===== src/rtl/dram_ctrl_pkg.sv =====
package dram_ctrl_pkg;
  typedef enum logic [2:0] {
    ST_IDLE,
    ST_ACT,
    ST_RCD,
    ST_CAS,
    ST_PRE,
    ST_REF
  } ctrl_state_e;
endpackage


===== src/rtl/refresh_timer.sv =====
module refresh_timer #(
  parameter int INTERVAL = 1562,
  parameter int ROW_W    = 12
) (
  input  logic             clk,
  input  logic             rst_n,
  input  logic             start,
  input  logic             done,
  output logic             pending,
  output logic [ROW_W-1:0] row
);
  localparam int CNT_W = $clog2(INTERVAL);

  logic [CNT_W-1:0] cnt;
  logic             tick;

  assign tick = (cnt == CNT_W'(INTERVAL - 1));

  always_ff @(posedge clk) begin
    if (!rst_n) begin
      cnt     <= '0;
      pending <= 1'b0;
      row     <= '0;
    end else begin
      cnt <= tick ? '0 : cnt + CNT_W'(1);
      if (tick)       pending <= 1'b1;
      else if (start) pending <= 1'b0;
      if (done) row <= row + ROW_W'(1);
    end
  end
endmodule


===== src/rtl/burst_col_gen.sv =====
module burst_col_gen #(
  parameter int COL_W  = 9,
  parameter int MODE_W = 2
) (
  input  logic              clk,
  input  logic              rst_n,
  input  logic              load,
  input  logic [COL_W-1:0]  col_in,
  input  logic [MODE_W-1:0] mode_in,
  input  logic              step,
  output logic [COL_W-1:0]  col,
  output logic              last
);
  // beats up to 2**(2**MODE_W - 1) fit in 2**MODE_W bits
  localparam int CNT_W = (1 << MODE_W);

  logic [CNT_W-1:0] left;

  always_ff @(posedge clk) begin
    if (!rst_n) begin
      col  <= '0;
      left <= '0;
    end else if (load) begin
      col  <= col_in;
      left <= CNT_W'(1) << mode_in;
    end else if (step) begin
      col  <= col + COL_W'(1);
      left <= left - CNT_W'(1);
    end
  end

  assign last = (left == CNT_W'(1));
endmodule


===== src/rtl/dram_rowcol_ctrl.sv =====
module dram_rowcol_ctrl #(
  parameter int ROW_W         = 12,
  parameter int COL_W         = 9,
  parameter int DATA_W        = 8,
  parameter int MODE_W        = 2,
  parameter int ACT_WAIT      = 2,
  parameter int CLK_MHZ       = 100,
  parameter int REF_PERIOD_US = 64000
) (
  input  logic                     clk,
  input  logic                     rst_n,
  input  logic                     req_valid,
  output logic                     req_ready,
  input  logic [ROW_W+COL_W-1:0]   req_addr,
  input  logic                     req_write,
  input  logic [DATA_W-1:0]        req_wdata,
  input  logic [MODE_W-1:0]        req_mode,
  output logic                     rd_valid,
  output logic [DATA_W-1:0]        rd_data,
  output logic [ROW_W-1:0]         dram_addr,
  output logic                     dram_ras,
  output logic                     dram_cas,
  output logic                     dram_we,
  output logic [DATA_W-1:0]        dram_wdata,
  input  logic [DATA_W-1:0]        dram_rdata
);
  import dram_ctrl_pkg::*;

  localparam int ADDR_W       = ROW_W + COL_W;
  localparam int ROWS         = 1 << ROW_W;
  localparam int REF_INTERVAL = CLK_MHZ * REF_PERIOD_US / ROWS;
  localparam int REF_HOLD     = ACT_WAIT + 1;
  localparam int WAIT_W       = $clog2(REF_HOLD + 1);

  ctrl_state_e        state;
  logic [ROW_W-1:0]   row_q;
  logic               we_q;
  logic [DATA_W-1:0]  wd_q;
  logic [WAIT_W-1:0]  wcnt;
  logic               rdv_q;

  logic               ref_pend, ref_start, ref_done;
  logic [ROW_W-1:0]   ref_row;
  logic               accept;
  logic [COL_W-1:0]   col;
  logic               col_last;

  assign accept    = (state == ST_IDLE) && !ref_pend && req_valid;
  assign ref_start = (state == ST_IDLE) && ref_pend;
  assign ref_done  = (state == ST_REF) && (wcnt == WAIT_W'(REF_HOLD - 1));

  refresh_timer #(.INTERVAL(REF_INTERVAL), .ROW_W(ROW_W)) u_ref (
    .clk(clk), .rst_n(rst_n), .start(ref_start), .done(ref_done),
    .pending(ref_pend), .row(ref_row)
  );

  burst_col_gen #(.COL_W(COL_W), .MODE_W(MODE_W)) u_col (
    .clk(clk), .rst_n(rst_n), .load(accept),
    .col_in(req_addr[COL_W-1:0]),
    .mode_in(req_write ? '0 : req_mode),
    .step(state == ST_CAS), .col(col), .last(col_last)
  );

  always_ff @(posedge clk) begin
    if (!rst_n) begin
      state <= ST_IDLE;
      row_q <= '0;
      we_q  <= 1'b0;
      wd_q  <= '0;
      wcnt  <= '0;
      rdv_q <= 1'b0;
    end else begin
      rdv_q <= (state == ST_CAS) && !we_q;
      case (state)
        ST_IDLE: begin
          wcnt <= '0;
          if (ref_pend) begin
            state <= ST_REF;
          end else if (req_valid) begin
            state <= ST_ACT;
            row_q <= req_addr[ADDR_W-1:COL_W];
            we_q  <= req_write;
            wd_q  <= req_wdata;
          end
        end
        ST_ACT: begin
          state <= ST_RCD;
          wcnt  <= '0;
        end
        ST_RCD: begin
          if (wcnt == WAIT_W'(ACT_WAIT - 1)) state <= ST_CAS;
          else wcnt <= wcnt + WAIT_W'(1);
        end
        ST_CAS: if (col_last) state <= ST_PRE;
        ST_PRE: state <= ST_IDLE;
        ST_REF: begin
          if (ref_done) state <= ST_PRE;
          else wcnt <= wcnt + WAIT_W'(1);
        end
        default: state <= ST_IDLE;
      endcase
    end
  end

  assign req_ready  = (state == ST_IDLE) && !ref_pend;
  assign dram_ras   = (state == ST_ACT) || (state == ST_RCD) ||
                      (state == ST_CAS) || (state == ST_REF);
  assign dram_cas   = (state == ST_CAS);
  assign dram_we    = (state == ST_CAS) && we_q;
  assign dram_wdata = wd_q;
  assign dram_addr  = (state == ST_CAS) ? {{(ROW_W-COL_W){1'b0}}, col} :
                      (state == ST_REF) ? ref_row : row_q;
  assign rd_valid   = rdv_q;
  assign rd_data    = dram_rdata;
endmodule


===== config.mk =====
export PLATFORM = sky130hd
export DESIGN_NAME = dram_rowcol_ctrl
export DESIGN_NICKNAME = d
export VERILOG_FILES = /design/src/rtl/dram_ctrl_pkg.sv /design/src/rtl/refresh_timer.sv /design/src/rtl/burst_col_gen.sv /design/src/rtl/dram_rowcol_ctrl.sv
export SDC_FILE = /design/constraint.sdc
export NUM_CORES = 1
export LEC_CHECK = 0
export BUFFER_PORTS_ARGS = -buffer_cell sky130_fd_sc_hd__buf_2
export CAP_MARGIN = 30
export CORE_MARGIN = 2
export CORE_UTILIZATION = 45
export CTS_CLUSTER_DIAMETER = 40
export DETAILED_ROUTE_END_ITERATION = 7
export PLACE_DENSITY = 0.72
export SETUP_SLACK_MARGIN = 0.2
export SLEW_MARGIN = 10
export SYNTH_ARGS = -nofsm -noshare
export SYNTH_HDL_FRONTEND = slang
export SYNTH_SLANG_ARGS = --single-unit

===== constraint.sdc =====
create_clock -name clk -period 1.6 [get_ports clk]
set_clock_uncertainty 0.05 [all_clocks]
set_input_delay 0.32 -clock clk [delete_from_list [all_inputs] [get_ports clk]]
set_output_delay 0.32 -clock clk [all_outputs]
set_load 0.005 [all_outputs]

==> results of run 1 <==
==> worst min-delay path, stage by stage <==
cell     delay (ns)
buf_2          0.10
nand2_2        0.05
a21oi_2        0.04
==> power by group through the flow <==
| stage | clock network [mW] | registers [mW] | logic, mW |
|---|---|---|---|
| global placement | 0 | 2.18 | 1.63 |
| global route | 1.86 | 2.23 | 4.14 |
| finish | 1.82 | 2.21 | 3.96 |
| floorplan | 0 | 2.12 | 1.17 |
| CTS | 1.78 | 2.15 | 2.99 |
| detailed placement | 0 | 2.20 | 1.67 |
==> metal layers <==
layer	global-route usage [%]	up-vias
met5	0	-
met4	12.17	0
met3	5.278	82
met2	47.87	243
met1	34.51	1712
li1	-	1556
==> how the worst max path moves through the flow <==
stage                          start                         end  slack [ns]  cells after the start
5_1_grt        state[1]$_SDFFE_PN0P_               dram_addr[10]       -0.45                      6
6_report       state[1]$_SDFFE_PN0P_               dram_addr[10]       -0.42                      6
4_1_cts        state[1]$_SDFFE_PN0P_                dram_addr[0]       -0.34                      6
3_3_place_gp   state[0]$_SDFFE_PN0P_                dram_addr[1]       0.006                      5
2_1_floorplan  state[2]$_SDFFE_PN0P_                dram_addr[0]        0.06                      5
3_5_place_dp   state[2]$_SDFFE_PN0P_  u_col.left[1]$_SDFFE_PN0P_       -0.03                      4
==> layout make-up <==
| cell class | count | share of cell area [%] |
|---|---|---|
| Multi-Input combinational cell | 282 | 44.75 |
| Sequential cell | 64 | 24.49 |
| Timing Repair Buffer | 128 | 22.93 |
| Clock buffer | 10 | 2.600 |
| Tap cell | 96 | 2.269 |
| Clock inverter | 6 | 2.175 |
| Inverter | 11 | 0.7801 |
==> cells by family (layout without fill, tap and decap cells) <==
logic type / Yosys count / in the layout
AND/OR/NAND/NOR: 156 / 157
AO/OA/AOI/OAI: 80 / 80
flip-flops: 64 / 64
buffers and inverters: 40 / 155
XOR/XNOR: 26 / 26
multiplexers: 11 / 11
adder cells (fa/ha/maj): 8 / 8
==> stage by stage <==
step / utilization (%) / worst slack (ns) / TNS, ns / total power, mW / instance area (sq um)
2_1_floorplan: - / 0.05822 / 0 / 3.291 / 3279
3_3_place_gp: 54.38 / 0.005908 / 0 / 3.812 / 3695
3_5_place_dp: 54.38 / -0.03034 / -0.03475 / 3.869 / 3695
4_1_cts: 69.67 / -0.3422 / -10.09 / 6.916 / 4733
5_1_grt: 77.90 / -0.4475 / -18.25 / 8.228 / 5293
6_report: 77.90 / -0.4155 / -15.10 / 7.987 / 5293
==> state kept, by name (all words and copies together), names as in the netlist <==
name and cells:
row_q 12, u_ref.row 12, u_ref.cnt 11, u_col.col 9
dram_wdata 8, u_col.left 4, state 3, wcnt 2
rd_valid 1, u_ref.pending 1, we_q 1
==> Yosys cell counts, drive strengths merged <==
library cell | count | area (sq um)
mux2i | 11 | 110.1
nor4b | 1 | 8.760
a21o | 1 | 7.510
nor4bb | 2 | 20.02
xor2 | 13 | 113.9
a2bb2oi | 2 | 17.52
nand4b | 2 | 23.77
o31ai | 2 | 15.01
a22oi | 2 | 15.01
a41oi | 1 | 8.760
and3 | 2 | 12.51
nor3 | 10 | 50.05
clkbuf | 10 | 37.54
nand3b | 2 | 15.01
o21bai | 1 | 7.510
and4 | 2 | 17.52
a221oi | 1 | 8.760
or3 | 3 | 18.77
a21oi | 44 | 220.2
ha | 8 | 100.1
and2 | 3 | 18.77
buf | 19 | 125.1
clkinv | 1 | 3.750
xnor2 | 13 | 113.9
o21ai | 17 | 85.08
o22ai | 1 | 6.260
nor3b | 1 | 7.510
o221ai | 1 | 8.760
nand2b | 2 | 12.51
nand3 | 8 | 40.04
nor2b | 2 | 12.51
inv | 10 | 37.54
o21a | 2 | 15.01
or4b | 1 | 10.01
a31oi | 3 | 18.77
a211oi | 1 | 7.510
nand4 | 8 | 50.05
nor4 | 7 | 71.31
nor2 | 33 | 123.9
dfxtp | 64 | 1281
or3b | 1 | 8.760
o211a | 1 | 10.01
nand2 | 66 | 247.7
==> what timing repair did <==
action | CTS | global route
gates cloned | 7 | 2
gates resized for setup | 104 | 99
buffers inserted | 22 | 15
pin swaps | 39 | 37
setup endpoints to repair | 74 | 78
==> run_summary.xml, run 1 <==
<?xml version="1.0" encoding="UTF-8"?>
<metrics>
  <group name="synth">
    <metric name="yosys.area_share.xor_xnor" unit="%">7.242</metric>
    <metric name="post_synthesis_average_cell_area" unit="sq um">8.167</metric>
    <metric name="muxShareOfSynthArea" unit="%">3.502</metric>
    <metric name="synth_top_family_by_area" unit="">simple AND/OR/NAND/NOR gates</metric>
    <metric name="synth.yosys.warnings" unit="">0</metric>
    <metric name="synthDistinctLibCells" unit="">49</metric>
    <metric name="number_of_instances_in_the_synthesized_netlist" unit="">385</metric>
    <metric name="synth_seq_area_share" unit="%">40.75</metric>
    <metric name="synthAdderAreaFrac" unit="%">3.183</metric>
    <metric name="synth_compound_area_share" unit="%">14.37</metric>
    <metric name="number_of_register_bits_inferred_by_synthesis" unit="">64</metric>
    <metric name="synth.cell_area" unit="sq um">3144</metric>
    <metric name="post_synth_and_or_nand_nor_area_fraction" unit="%">24.47</metric>
    <metric name="postSynthNetCount" unit="">436</metric>
  </group>
  <group name="critical_path">
    <metric name="critical_path.slowest_cell" unit="">dfxtp_4</metric>
    <metric name="arrival" unit="ns">1.65</metric>
    <metric name="critPathLaunchType" unit="">register</metric>
    <metric name="worst-r2r-setup-slack" unit="ns">-0.33</metric>
    <metric name="r2r_start" unit="">state[1]$_SDFFE_PN0P_</metric>
    <metric name="setup.worst_path.class" unit="">register to primary output</metric>
    <metric name="timing.reg2reg.worst_path_depth" unit="">9</metric>
    <metric name="critical_path.n_buffers_inverters" unit="">3</metric>
    <metric name="slowest_cell_delay_on_critical_path" unit="ns">0.35</metric>
    <metric name="largest_driver_fanout_on_the_critical_path" unit="">7</metric>
    <metric name="worstPathCellList" unit="">nand3b_1, buf_6, buf_16, mux2i_4, nor2_1, buf_2</metric>
    <metric name="critical_path_required" unit="ns">1.23</metric>
    <metric name="timing.critical_path.max_delay_family" unit="">buffers and inverters</metric>
    <metric name="crit_path_end_kind" unit="">primary output</metric>
    <metric name="r2r-end" unit="">row_q[11]$_SDFFE_PN0P_</metric>
  </group>
  <group name="cts">
    <metric name="clkSinkCount" unit="">64</metric>
    <metric name="ctsHtreeMaxLevel" unit="">3</metric>
    <metric name="cts_inserted_buffers" unit="">9</metric>
    <metric name="clock_tree.buffer_depth" unit="">2</metric>
    <metric name="worstSkewPairLatency" unit="ns">0.36</metric>
    <metric name="clock_tree_from_tritoncts" unit="">built</metric>
    <metric name="ctsRootBufferMaster" unit="">clkbuf_8</metric>
    <metric name="cts_hold_buffers" unit="">0</metric>
    <metric name="clk_pin_slew" unit="ns">0.08</metric>
  </group>
  <group name="drt">
    <metric name="drt-wirelength-per-cell" unit="microns">22.03</metric>
    <metric name="wl_met2" unit="mm">6.469</metric>
    <metric name="detailedRoute.firstPassIterationCount" unit="">5</metric>
    <metric name="ant_nets" unit="">0</metric>
    <metric name="wl_met3" unit="mm">1.006</metric>
    <metric name="routedLengthMet1" unit="mm">4.885</metric>
    <metric name="detail_route.wirelength" unit="mm">13.15</metric>
    <metric name="remaining_drc_errors" unit="">0</metric>
    <metric name="route.top_layer_used" unit="">met4</metric>
    <metric name="vias" unit="">3593</metric>
    <metric name="drtIter0Drc" unit="">314</metric>
    <metric name="via_per_inst" unit="">6.018</metric>
  </group>
  <group name="placement">
    <metric name="placedCellCount" unit="">535</metric>
    <metric name="gp_routability_congestion" unit="">0.8462</metric>
    <metric name="dp_hpwl" unit="mm">5.548</metric>
    <metric name="port_buffers" unit="">59</metric>
  </group>
  <group name="layout">
    <metric name="leading_cell_type_in_the_layout_fill_and_taps_excluded" unit="">dfxtp_1</metric>
    <metric name="number_of_nets_in_the_finished_design" unit="">547</metric>
    <metric name="fraction_of_layout_instances_using_a_drive_strength_above_1" unit="%">53.69</metric>
    <metric name="final_cell_mix" unit="">dfxtp_1 (58), buf_2 (56), nand2_1 (33), a21oi_2 (31), nor2_1 (29)</metric>
    <metric name="areaGrowthSynthToFinish" unit="%">68.32</metric>
    <metric name="area.sequential" unit="sq um">1296</metric>
    <metric name="filler_cell_count" unit="">386</metric>
    <metric name="final_cell_count_no_fill" unit="">597</metric>
    <metric name="multi_input_area" unit="sq um">2369</metric>
    <metric name="insertedDiodeCount" unit="">0</metric>
  </group>
  <group name="grt">
    <metric name="number_of_antenna_violations_at_the_first_check_in_global_routing" unit="">0</metric>
    <metric name="grt_pass1_vias" unit="">3270</metric>
    <metric name="grt-ovfl-total" unit="">0</metric>
    <metric name="grt_usage" unit="%">28.03</metric>
    <metric name="maximum_number_of_pins_on_one_net_before_global_route_repair" unit="">31</metric>
    <metric name="global_route_wire_length_before_repair" unit="mm">16.43</metric>
  </group>
  <group name="pwr">
    <metric name="clkPwrFrac" unit="%">22.8</metric>
    <metric name="comb_power_share" unit="%">49.5</metric>
    <metric name="power.share.switching" unit="%">36.48</metric>
    <metric name="peakVddDrop" unit="mV">1.136</metric>
    <metric name="p_int" unit="mW">5.073</metric>
    <metric name="power_frac_seq" unit="%">27.7</metric>
    <metric name="power_leakage" unit="nW">2.311</metric>
    <metric name="power.net_switching" unit="mW">2.914</metric>
    <metric name="power-per-cell-area" unit="nW/um^2">1509</metric>
  </group>
  <group name="sta">
    <metric name="report.final.setup_viol" unit="">67</metric>
    <metric name="post-route-period-util" unit="%">126.0</metric>
    <metric name="worst_rel_slew_slack" unit="%">73.96</metric>
    <metric name="rsz_0062_raised_after_global_routing" unit="">true</metric>
    <metric name="worst_pin_slew" unit="ns">0.3885</metric>
    <metric name="final.hold.worst_slack" unit="ns">0.1558</metric>
    <metric name="report.final.slew_viol_count" unit="">0</metric>
    <metric name="final.min_clock_period" unit="ns">2.015</metric>
    <metric name="fmaxAchievable" unit="MHz">496.2</metric>
    <metric name="timing.final.ws_setup" unit="ns">-0.4155</metric>
    <metric name="timing.final.hold_violations" unit="">0</metric>
  </group>
  <group name="status">
    <metric name="failed_checks" unit="">setup timing</metric>
    <metric name="outcome" unit="">finished, violations left</metric>
  </group>
  <group name="hold_path">
    <metric name="hold-path-endpoint" unit="">row_q[5]$_SDFFE_PN0P_</metric>
    <metric name="timing.hold.worst.class" unit="">primary input to register</metric>
    <metric name="worst_hold_startpoint" unit="">req_addr[14]</metric>
    <metric name="hold-path-cell-count" unit="">3</metric>
  </group>
  <group name="floorplan">
    <metric name="die_w" unit="microns">87.59</metric>
    <metric name="start_util" unit="%">46.28</metric>
    <metric name="die-area" unit="sq um">7672</metric>
    <metric name="floorplan.die.height" unit="microns">87.59</metric>
    <metric name="ioPinCount" unit="">76</metric>
    <metric name="core-area" unit="sq um">6794</metric>
    <metric name="std_cell_rows" unit="">30</metric>
  </group>
  <group name="flow_run">
    <metric name="timing.max_cap.violations" unit="">0</metric>
  </group>
</metrics>
Note: power is estimated with default switching activity, not from simulation.
==> run 2: changes to the inputs <==
--- a/config.mk
+++ b/config.mk
@@ -8,12 +8,12 @@
 export BUFFER_PORTS_ARGS = -buffer_cell sky130_fd_sc_hd__buf_2
 export CAP_MARGIN = 30
 export CORE_MARGIN = 2
-export CORE_UTILIZATION = 45
+export CORE_UTILIZATION = 40
 export CTS_CLUSTER_DIAMETER = 40
 export DETAILED_ROUTE_END_ITERATION = 7
-export PLACE_DENSITY = 0.72
 export SETUP_SLACK_MARGIN = 0.2
 export SLEW_MARGIN = 10
 export SYNTH_ARGS = -nofsm -noshare
 export SYNTH_HDL_FRONTEND = slang
+export SYNTH_HIERARCHICAL = 1
 export SYNTH_SLANG_ARGS = --single-unit
==> run 2 against run 1 <==
Compared with the run above: non-clock buffer count down 1; area after synthesis up 8.4%; highest routed layer unchanged; critical endpoint is now dram_addr[2]; register-to-register slack better by 0.12 ns; utilization down 19 points; count of clock-buffer cells in the layout unchanged; clock power down 34%; first-iteration DRC count down 38%; routed wire length down 27%; the run still ends with setup timing left; via count down 5.1%; largest power group is now sequential cells; critical path type unchanged.
==> run_summary.xml, run 2 <==
<?xml version="1.0" encoding="UTF-8"?>
<metrics>
  <group name="status">
    <metric name="outcome" unit="">finished, violations left</metric>
    <metric name="failed_checks" unit="">setup timing</metric>
  </group>
  <group name="cts">
    <metric name="ctsHtreeMaxLevel" unit="">3</metric>
    <metric name="clkSinkCount" unit="">64</metric>
    <metric name="clk_pin_slew" unit="ns">0.07</metric>
    <metric name="ctsRootBufferMaster" unit="">clkbuf_8</metric>
    <metric name="clock_tree.buffer_depth" unit="">2</metric>
    <metric name="cts_hold_buffers" unit="">0</metric>
    <metric name="worstSkewPairLatency" unit="ns">0.34</metric>
    <metric name="cts_inserted_buffers" unit="">9</metric>
    <metric name="clock_tree_from_tritoncts" unit="">built</metric>
  </group>
  <group name="layout">
    <metric name="areaGrowthSynthToFinish" unit="%">41.81</metric>
    <metric name="reg.largest.list" unit="">row_q: 12 flops, u_ref/row: 12 flops, u_ref/cnt: 11 flops</metric>
    <metric name="final_cell_mix" unit="">nand2_1 (61), buf_2 (59), dfxtp_1 (54), buf_4 (41), mux2i_1 (24)</metric>
    <metric name="finalCoreUtilization" unit="%">58.53</metric>
    <metric name="post-route-cell-area" unit="sq um">4833</metric>
    <metric name="multi_input_area" unit="sq um">2203</metric>
    <metric name="number_of_nets_in_the_finished_design" unit="">560</metric>
    <metric name="area.sequential" unit="sq um">1301</metric>
    <metric name="fraction_of_layout_instances_using_a_drive_strength_above_1" unit="%">43.47</metric>
    <metric name="final_cell_count_no_fill" unit="">618</metric>
    <metric name="insertedDiodeCount" unit="">0</metric>
    <metric name="leading_cell_type_in_the_layout_fill_and_taps_excluded" unit="">nand2_1</metric>
    <metric name="filler_cell_count" unit="">746</metric>
  </group>
  <group name="hold_path">
    <metric name="timing.hold.worst.class" unit="">primary input to register</metric>
    <metric name="hold-path-cell-count" unit="">3</metric>
  </group>
  <group name="critical_path">
    <metric name="critPathLaunchType" unit="">register</metric>
    <metric name="critical_path_required" unit="ns">1.23</metric>
    <metric name="arrival" unit="ns">1.44</metric>
    <metric name="largest_driver_fanout_on_the_critical_path" unit="">6</metric>
    <metric name="setup.worst_path.class" unit="">register to primary output</metric>
    <metric name="critical_path.slowest_cell" unit="">dfxtp_4</metric>
    <metric name="crit_path_end_kind" unit="">primary output</metric>
    <metric name="worstPathCellList" unit="">nand2b_4, buf_6, o221ai_2, a21oi_2, buf_2</metric>
    <metric name="timing.reg2reg.worst_path_depth" unit="">7</metric>
    <metric name="slowest_cell_delay_on_critical_path" unit="ns">0.42</metric>
  </group>
  <group name="placement">
    <metric name="dp_hpwl" unit="mm">6.425</metric>
    <metric name="gp_routability_congestion" unit="">0.8152</metric>
    <metric name="dpl_worst_slack" unit="ns">-0.05937</metric>
    <metric name="port_buffers" unit="">59</metric>
    <metric name="placedCellCount" unit="">580</metric>
    <metric name="postPlaceCellArea" unit="sq um">4059</metric>
  </group>
  <group name="floorplan">
    <metric name="ioPinCount" unit="">76</metric>
    <metric name="std_cell_rows" unit="">33</metric>
    <metric name="die-area" unit="sq um">9275</metric>
    <metric name="start_util" unit="%">41.27</metric>
    <metric name="floorplan.die.height" unit="microns">96.31</metric>
    <metric name="die_w" unit="microns">96.31</metric>
    <metric name="core-area" unit="sq um">8258</metric>
  </group>
  <group name="drt">
    <metric name="detail_route.wirelength" unit="mm">9.581</metric>
    <metric name="drtIter0Drc" unit="">196</metric>
    <metric name="detailedRoute.firstPassIterationCount" unit="">5</metric>
    <metric name="via_per_inst" unit="">5.516</metric>
    <metric name="remaining_drc_errors" unit="">0</metric>
    <metric name="ant_nets" unit="">0</metric>
    <metric name="drt-wirelength-per-cell" unit="microns">15.50</metric>
    <metric name="vias" unit="">3409</metric>
  </group>
  <group name="pwr">
    <metric name="clkPwrFrac" unit="%">29.4</metric>
    <metric name="comb_power_share" unit="%">25.6</metric>
    <metric name="power-per-cell-area" unit="nW/um^2">842.6</metric>
    <metric name="power.share.switching" unit="%">31.11</metric>
    <metric name="power_frac_seq" unit="%">45.0</metric>
    <metric name="peakVddDrop" unit="mV">0.4183</metric>
    <metric name="power_leakage" unit="nW">1.876</metric>
    <metric name="p_int" unit="mW">2.806</metric>
    <metric name="power.net_switching" unit="mW">1.267</metric>
    <metric name="design_power_total" unit="mW">4.073</metric>
  </group>
  <group name="synth">
    <metric name="post_synthesis_average_cell_area" unit="sq um">8.499</metric>
    <metric name="synth_seq_area_share" unit="%">37.59</metric>
    <metric name="muxShareOfSynthArea" unit="%">7.048</metric>
    <metric name="synth.yosys.warnings" unit="">6</metric>
    <metric name="number_of_register_bits_inferred_by_synthesis" unit="">64</metric>
    <metric name="synthAdderAreaFrac" unit="%">2.937</metric>
    <metric name="post_synth_and_or_nand_nor_area_fraction" unit="%">22.28</metric>
    <metric name="yosys.area_share.xor_xnor" unit="%">3.598</metric>
    <metric name="netlist_top_cells_area" unit="">dfxtp_1 (38%), mux2i_1 (7.0%), nand2_1 (6.8%)</metric>
    <metric name="yosys.cell_count.top_type" unit="">dfxtp_1</metric>
    <metric name="postSynthNetCount" unit="">452</metric>
    <metric name="synth_compound_area_share" unit="%">19.13</metric>
    <metric name="synthDistinctLibCells" unit="">50</metric>
    <metric name="cell_taking_the_most_area_after_synthesis" unit="">dfxtp_1</metric>
    <metric name="synth_flop_cell" unit="">dfxtp_1</metric>
    <metric name="number_of_enable_type_register_cells_in_the_synthesized_netlist" unit="">0</metric>
    <metric name="synth_top_family_by_area" unit="">simple AND/OR/NAND/NOR gates</metric>
    <metric name="synth.cell_area" unit="sq um">3408</metric>
    <metric name="share_of_synthesized_registers_carrying_an_async_set_or_reset" unit="%">0</metric>
    <metric name="yosys-top-cells-count" unit="">dfxtp_1 (64), nand2_1 (62), a21oi_1 (25), mux2i_1 (24), nor2_1 (24)</metric>
    <metric name="number_of_instances_in_the_synthesized_netlist" unit="">401</metric>
    <metric name="share_of_the_synthesized_area_in_the_top_cell_type" unit="%">37.59</metric>
  </group>
  <group name="flow_run">
    <metric name="timing.max_cap.violations" unit="">0</metric>
  </group>
  <group name="sta">
    <metric name="worst_pin_slew" unit="ns">0.5576</metric>
    <metric name="worst_rel_slew_slack" unit="%">62.79</metric>
    <metric name="rsz_0062_raised_after_global_routing" unit="">true</metric>
    <metric name="fmaxAchievable" unit="MHz">551.7</metric>
    <metric name="timing.final.ws_setup" unit="ns">-0.2126</metric>
    <metric name="post-route-period-util" unit="%">113.3</metric>
    <metric name="final.min_clock_period" unit="ns">1.813</metric>
    <metric name="final.hold.worst_slack" unit="ns">0.1695</metric>
    <metric name="report.final.slew_viol_count" unit="">0</metric>
    <metric name="report.final.setup_viol" unit="">56</metric>
    <metric name="setup-tns-final" unit="ns">-6.051</metric>
    <metric name="timing.final.hold_violations" unit="">0</metric>
  </group>
  <group name="grt">
    <metric name="number_of_antenna_violations_at_the_first_check_in_global_routing" unit="">0</metric>
    <metric name="maximum_number_of_pins_on_one_net_before_global_route_repair" unit="">30</metric>
    <metric name="grt.met1_usage" unit="%">27.26</metric>
    <metric name="groute.layer.met2.usage" unit="%">33.74</metric>
    <metric name="grt_use_met3" unit="%">3.837</metric>
    <metric name="grt-ovfl-total" unit="">0</metric>
    <metric name="global_route_wire_length_before_repair" unit="mm">14.99</metric>
    <metric name="grt_usage" unit="%">20.96</metric>
    <metric name="grt_pass1_vias" unit="">3144</metric>
    <metric name="grt-busiest-layer" unit="">met2</metric>
  </group>
</metrics>
==> run 2: layer usage <==
| metal | vias up | routed length [microns] |
|---|---|---|
| met5 | - | 0 |
| met4 | 0 | 256 |
| met3 | 26 | 586 |
| met2 | 110 | 4491 |
| met1 | 1600 | 4246 |
| li1 | 1673 | - |
==> run 2: critical path: cells and delay by family (launching register included) <==
family	cells	cell delay [ns]
AND/OR/NAND/NOR	1	0.17
AO/OA/AOI/OAI	2	0.26
flip-flops	1	0.42
buffers and inverters	2	0.25
==> run 2: final timing paths <==
check | slack (ns) | end | start
worst max-delay path | -0.21 | dram_addr[2] | state[1]$_SDFFE_PN0P_
worst min-delay path | 0.17 | dram_wdata[0]$_SDFFE_PN0P_ | req_wdata[0]
worst max register to register | -0.21 | u_ref/row[10]$_SDFFE_PN0P_ | state[1]$_SDFFE_PN0P_
worst min register to register | 0.39 | u_ref/cnt[0]$_SDFF_PP0_ | u_ref/cnt[0]$_SDFF_PP0_
==> run 2: power groups by stage <==
stage | logic (mW) | clock network, mW | registers, mW
final | 1.04 | 1.20 | 1.83
after global routing | 1.14 | 1.31 | 1.85
after CTS | 0.981 | 1.23 | 1.82
after detailed placement | 0.789 | 0 | 1.85
after global placement | 0.777 | 0 | 1.84
after floorplan | 0.531 | 0 | 1.83
==> run 2: repair_timing <==
item,in CTS,in global routing
pin swaps,16,20
gates resized for setup,75,34
endpoints found under the hold margin,0,0
cloned,3,0
setup endpoints to repair,74,79
setup buffers,11,9
==> run 2: final cells by class <==
cell class              count  area share (%)
clock buffers              10           2.640
clock inverters             5          0.7248
inverters                  14           1.424
multi-input cells         292           45.59
flip-flops and latches     64           26.92
well taps                 105           2.718
repair buffers            127           19.88
repair inverters            1          0.1035
==> run 2: cells by family (layout without fill, tap and decap cells) <==
logic type | after synthesis | count (layout)
buffers and inverters | 45 | 157
AND/OR/NAND/NOR | 149 | 149
AO/OA/AOI/OAI | 97 | 97
adder cells (fa/ha/maj) | 8 | 8
flip-flops | 64 | 64
XOR/XNOR | 14 | 14
multiplexers | 24 | 24
==> run 3: changes to the inputs <==
--- a/config.mk
+++ b/config.mk
@@ -9,6 +9,7 @@
 export CAP_MARGIN = 30
 export CORE_MARGIN = 2
 export CORE_UTILIZATION = 40
+export CTS_BUF_LIST = sky130_fd_sc_hd__clkbuf_8 sky130_fd_sc_hd__clkbuf_16
 export CTS_CLUSTER_DIAMETER = 40
 export DETAILED_ROUTE_END_ITERATION = 7
 export SETUP_SLACK_MARGIN = 0.2
==> run 3 against run 2 <==
Compared with the run above: the run still ends with setup timing left; maximum frequency shrank 0.39%; global-route usage hardly changed; power up 0.30%; utilization grew 0.55 points; routed wire length rose by 0.27%; via count fell by 1.3%; first-iteration DRC count grew 16%; largest cell class unchanged; largest power group unchanged; highest routed layer unchanged.
==> run_summary.xml, run 3 (synthesis results as in run 2) <==
<?xml version="1.0" encoding="UTF-8"?>
<metrics>
  <group name="sta">
    <metric name="worst_pin_slew" unit="ns">0.5855</metric>
    <metric name="worst_rel_slew_slack" unit="%">60.92</metric>
    <metric name="timing.final.hold_violations" unit="">0</metric>
    <metric name="report.final.slew_viol_count" unit="">0</metric>
    <metric name="post-route-period-util" unit="%">113.7</metric>
    <metric name="final.hold.worst_slack" unit="ns">0.1605</metric>
    <metric name="rsz_0062_raised_after_global_routing" unit="">true</metric>
    <metric name="report.final.setup_viol" unit="">57</metric>
    <metric name="timing.final.ws_setup" unit="ns">-0.2197</metric>
    <metric name="final.min_clock_period" unit="ns">1.820</metric>
    <metric name="fmaxAchievable" unit="MHz">549.5</metric>
  </group>
  <group name="layout">
    <metric name="fraction_of_layout_instances_using_a_drive_strength_above_1" unit="%">44.55</metric>
    <metric name="post-route-cell-area" unit="sq um">4878</metric>
    <metric name="final_cell_mix" unit="">nand2_1 (60), buf_2 (58), dfxtp_1 (54), buf_4 (40), mux2i_1 (24)</metric>
    <metric name="areaGrowthSynthToFinish" unit="%">43.14</metric>
    <metric name="leading_cell_type_in_the_layout_fill_and_taps_excluded" unit="">nand2_1</metric>
    <metric name="reg.largest.list" unit="">row_q: 12 flops, u_ref/row: 12 flops, u_ref/cnt: 11 flops</metric>
    <metric name="filler_cell_count" unit="">738</metric>
    <metric name="area.sequential" unit="sq um">1301</metric>
    <metric name="multi_input_area" unit="sq um">2227</metric>
    <metric name="insertedDiodeCount" unit="">0</metric>
    <metric name="number_of_nets_in_the_finished_design" unit="">561</metric>
  </group>
  <group name="floorplan">
    <metric name="die_w" unit="microns">96.31</metric>
    <metric name="std_cell_rows" unit="">33</metric>
    <metric name="floorplan.die.height" unit="microns">96.31</metric>
    <metric name="die-area" unit="sq um">9275</metric>
    <metric name="ioPinCount" unit="">76</metric>
    <metric name="start_util" unit="%">41.27</metric>
    <metric name="core-area" unit="sq um">8258</metric>
  </group>
  <group name="placement">
    <metric name="gp_routability_congestion" unit="">0.8152</metric>
    <metric name="postPlaceCellArea" unit="sq um">4059</metric>
    <metric name="port_buffers" unit="">59</metric>
    <metric name="dp_hpwl" unit="mm">6.425</metric>
  </group>
  <group name="grt">
    <metric name="grt-ovfl-total" unit="">0</metric>
    <metric name="grt_usage" unit="%">20.98</metric>
    <metric name="global_route_wire_length_before_repair" unit="mm">14.97</metric>
    <metric name="grt_pass1_vias" unit="">3129</metric>
    <metric name="number_of_antenna_violations_at_the_first_check_in_global_routing" unit="">0</metric>
    <metric name="maximum_number_of_pins_on_one_net_before_global_route_repair" unit="">30</metric>
  </group>
  <group name="cts">
    <metric name="clock_tree.buffer_depth" unit="">2</metric>
    <metric name="cts_inserted_buffers" unit="">9</metric>
    <metric name="clkSinkCount" unit="">64</metric>
    <metric name="clock_tree_from_tritoncts" unit="">built</metric>
    <metric name="cts_hold_buffers" unit="">0</metric>
    <metric name="ctsHtreeMaxLevel" unit="">3</metric>
    <metric name="ctsRootBufferMaster" unit="">clkbuf_8</metric>
    <metric name="clk_pin_slew" unit="ns">0.07</metric>
    <metric name="worstSkewPairLatency" unit="ns">0.35</metric>
  </group>
  <group name="pwr">
    <metric name="power_leakage" unit="nW">1.896</metric>
    <metric name="power-per-cell-area" unit="nW/um^2">837.3</metric>
    <metric name="peakVddDrop" unit="mV">0.4191</metric>
    <metric name="design_power_total" unit="mW">4.085</metric>
  </group>
  <group name="critical_path">
    <metric name="arrival" unit="ns">1.45</metric>
    <metric name="largest_driver_fanout_on_the_critical_path" unit="">6</metric>
    <metric name="critPathLaunchType" unit="">register</metric>
    <metric name="setup.worst_path.class" unit="">register to primary output</metric>
    <metric name="crit_path_end_kind" unit="">primary output</metric>
    <metric name="critical_path_required" unit="ns">1.23</metric>
  </group>
  <group name="drt">
    <metric name="detail_route.wirelength" unit="mm">9.607</metric>
    <metric name="remaining_drc_errors" unit="">0</metric>
    <metric name="vias" unit="">3364</metric>
    <metric name="via_per_inst" unit="">5.435</metric>
    <metric name="ant_nets" unit="">0</metric>
    <metric name="drtIter0Drc" unit="">228</metric>
    <metric name="drt-wirelength-per-cell" unit="microns">15.52</metric>
    <metric name="detailedRoute.firstPassIterationCount" unit="">4</metric>
  </group>
  <group name="hold_path">
    <metric name="timing.hold.worst.class" unit="">primary input to register</metric>
  </group>
  <group name="status">
    <metric name="failed_checks" unit="">setup timing</metric>
    <metric name="outcome" unit="">finished, violations left</metric>
  </group>
  <group name="flow_run">
    <metric name="timing.max_cap.violations" unit="">0</metric>
  </group>
</metrics>
[run 3: layout make-up]
class	count	share of cell area (%)
multi-input cells	292	45.65
flip-flops and latches	64	26.67
repair buffers	128	20.13
well taps	105	2.693
clock buffers	9	2.539
inverters	14	1.411
clock inverters	6	0.7951
repair inverters	1	0.1026
[run 3: routing by layer]
layer	track usage, %	share of wire [%]	vias to the layer above	wire length, microns
li1	-	-	1671	-
met1	27.60	46	1592	4449
met2	33.80	47	83	4479
met3	3.367	5.2	18	495
met4	9.272	1.9	0	183
met5	0	0	-	0
[run 3: report_power, final]
group,total (mW),switching (mW),internal [mW]
clock,1.21,0.658,0.547
sequential,1.84,0.132,1.70
combinational,1.04,0.492,0.552
[run 3: through the flow]
step,worst slack [ns],cells,util [%],TNS [ns]
after global routing,-0.2805,619,59.08,-9.814
after global placement,-0.004204,580,49.15,-0.004204
final,-0.2197,619,59.08,-6.174
after CTS,-0.1950,610,56.39,-4.257
after floorplan,-0.1821,401,-,-0.7181
after detailed placement,-0.05937,580,49.15,-0.1769
[run 3: worst paths after layout]
path	start	endpoint	slack (ns)	depth (start not counted)
max	state[1]$_SDFFE_PN0P_	dram_addr[2]	-0.22	5
min	req_wdata[0]	dram_wdata[0]$_SDFFE_PN0P_	0.16	3
max reg2reg	state[1]$_SDFFE_PN0P_	u_ref/row[10]$_SDFFE_PN0P_	-0.22	7
min reg2reg	u_ref/cnt[0]$_SDFF_PP0_	u_ref/cnt[0]$_SDFF_PP0_	0.39	1
[run 3: critical path, stage by stage, from the launching register on]
cell      delay, ns
dfxtp_4        0.41
nand2b_4       0.17
buf_6          0.11
o221ai_2       0.08
a21oi_2        0.19
buf_2          0.14
[run 3: repair_timing]
item	CTS	global route
buffers inserted	12	9
resized for setup	78	39
cloned	3	0
pin swaps	17	19
setup endpoints to repair	74	79
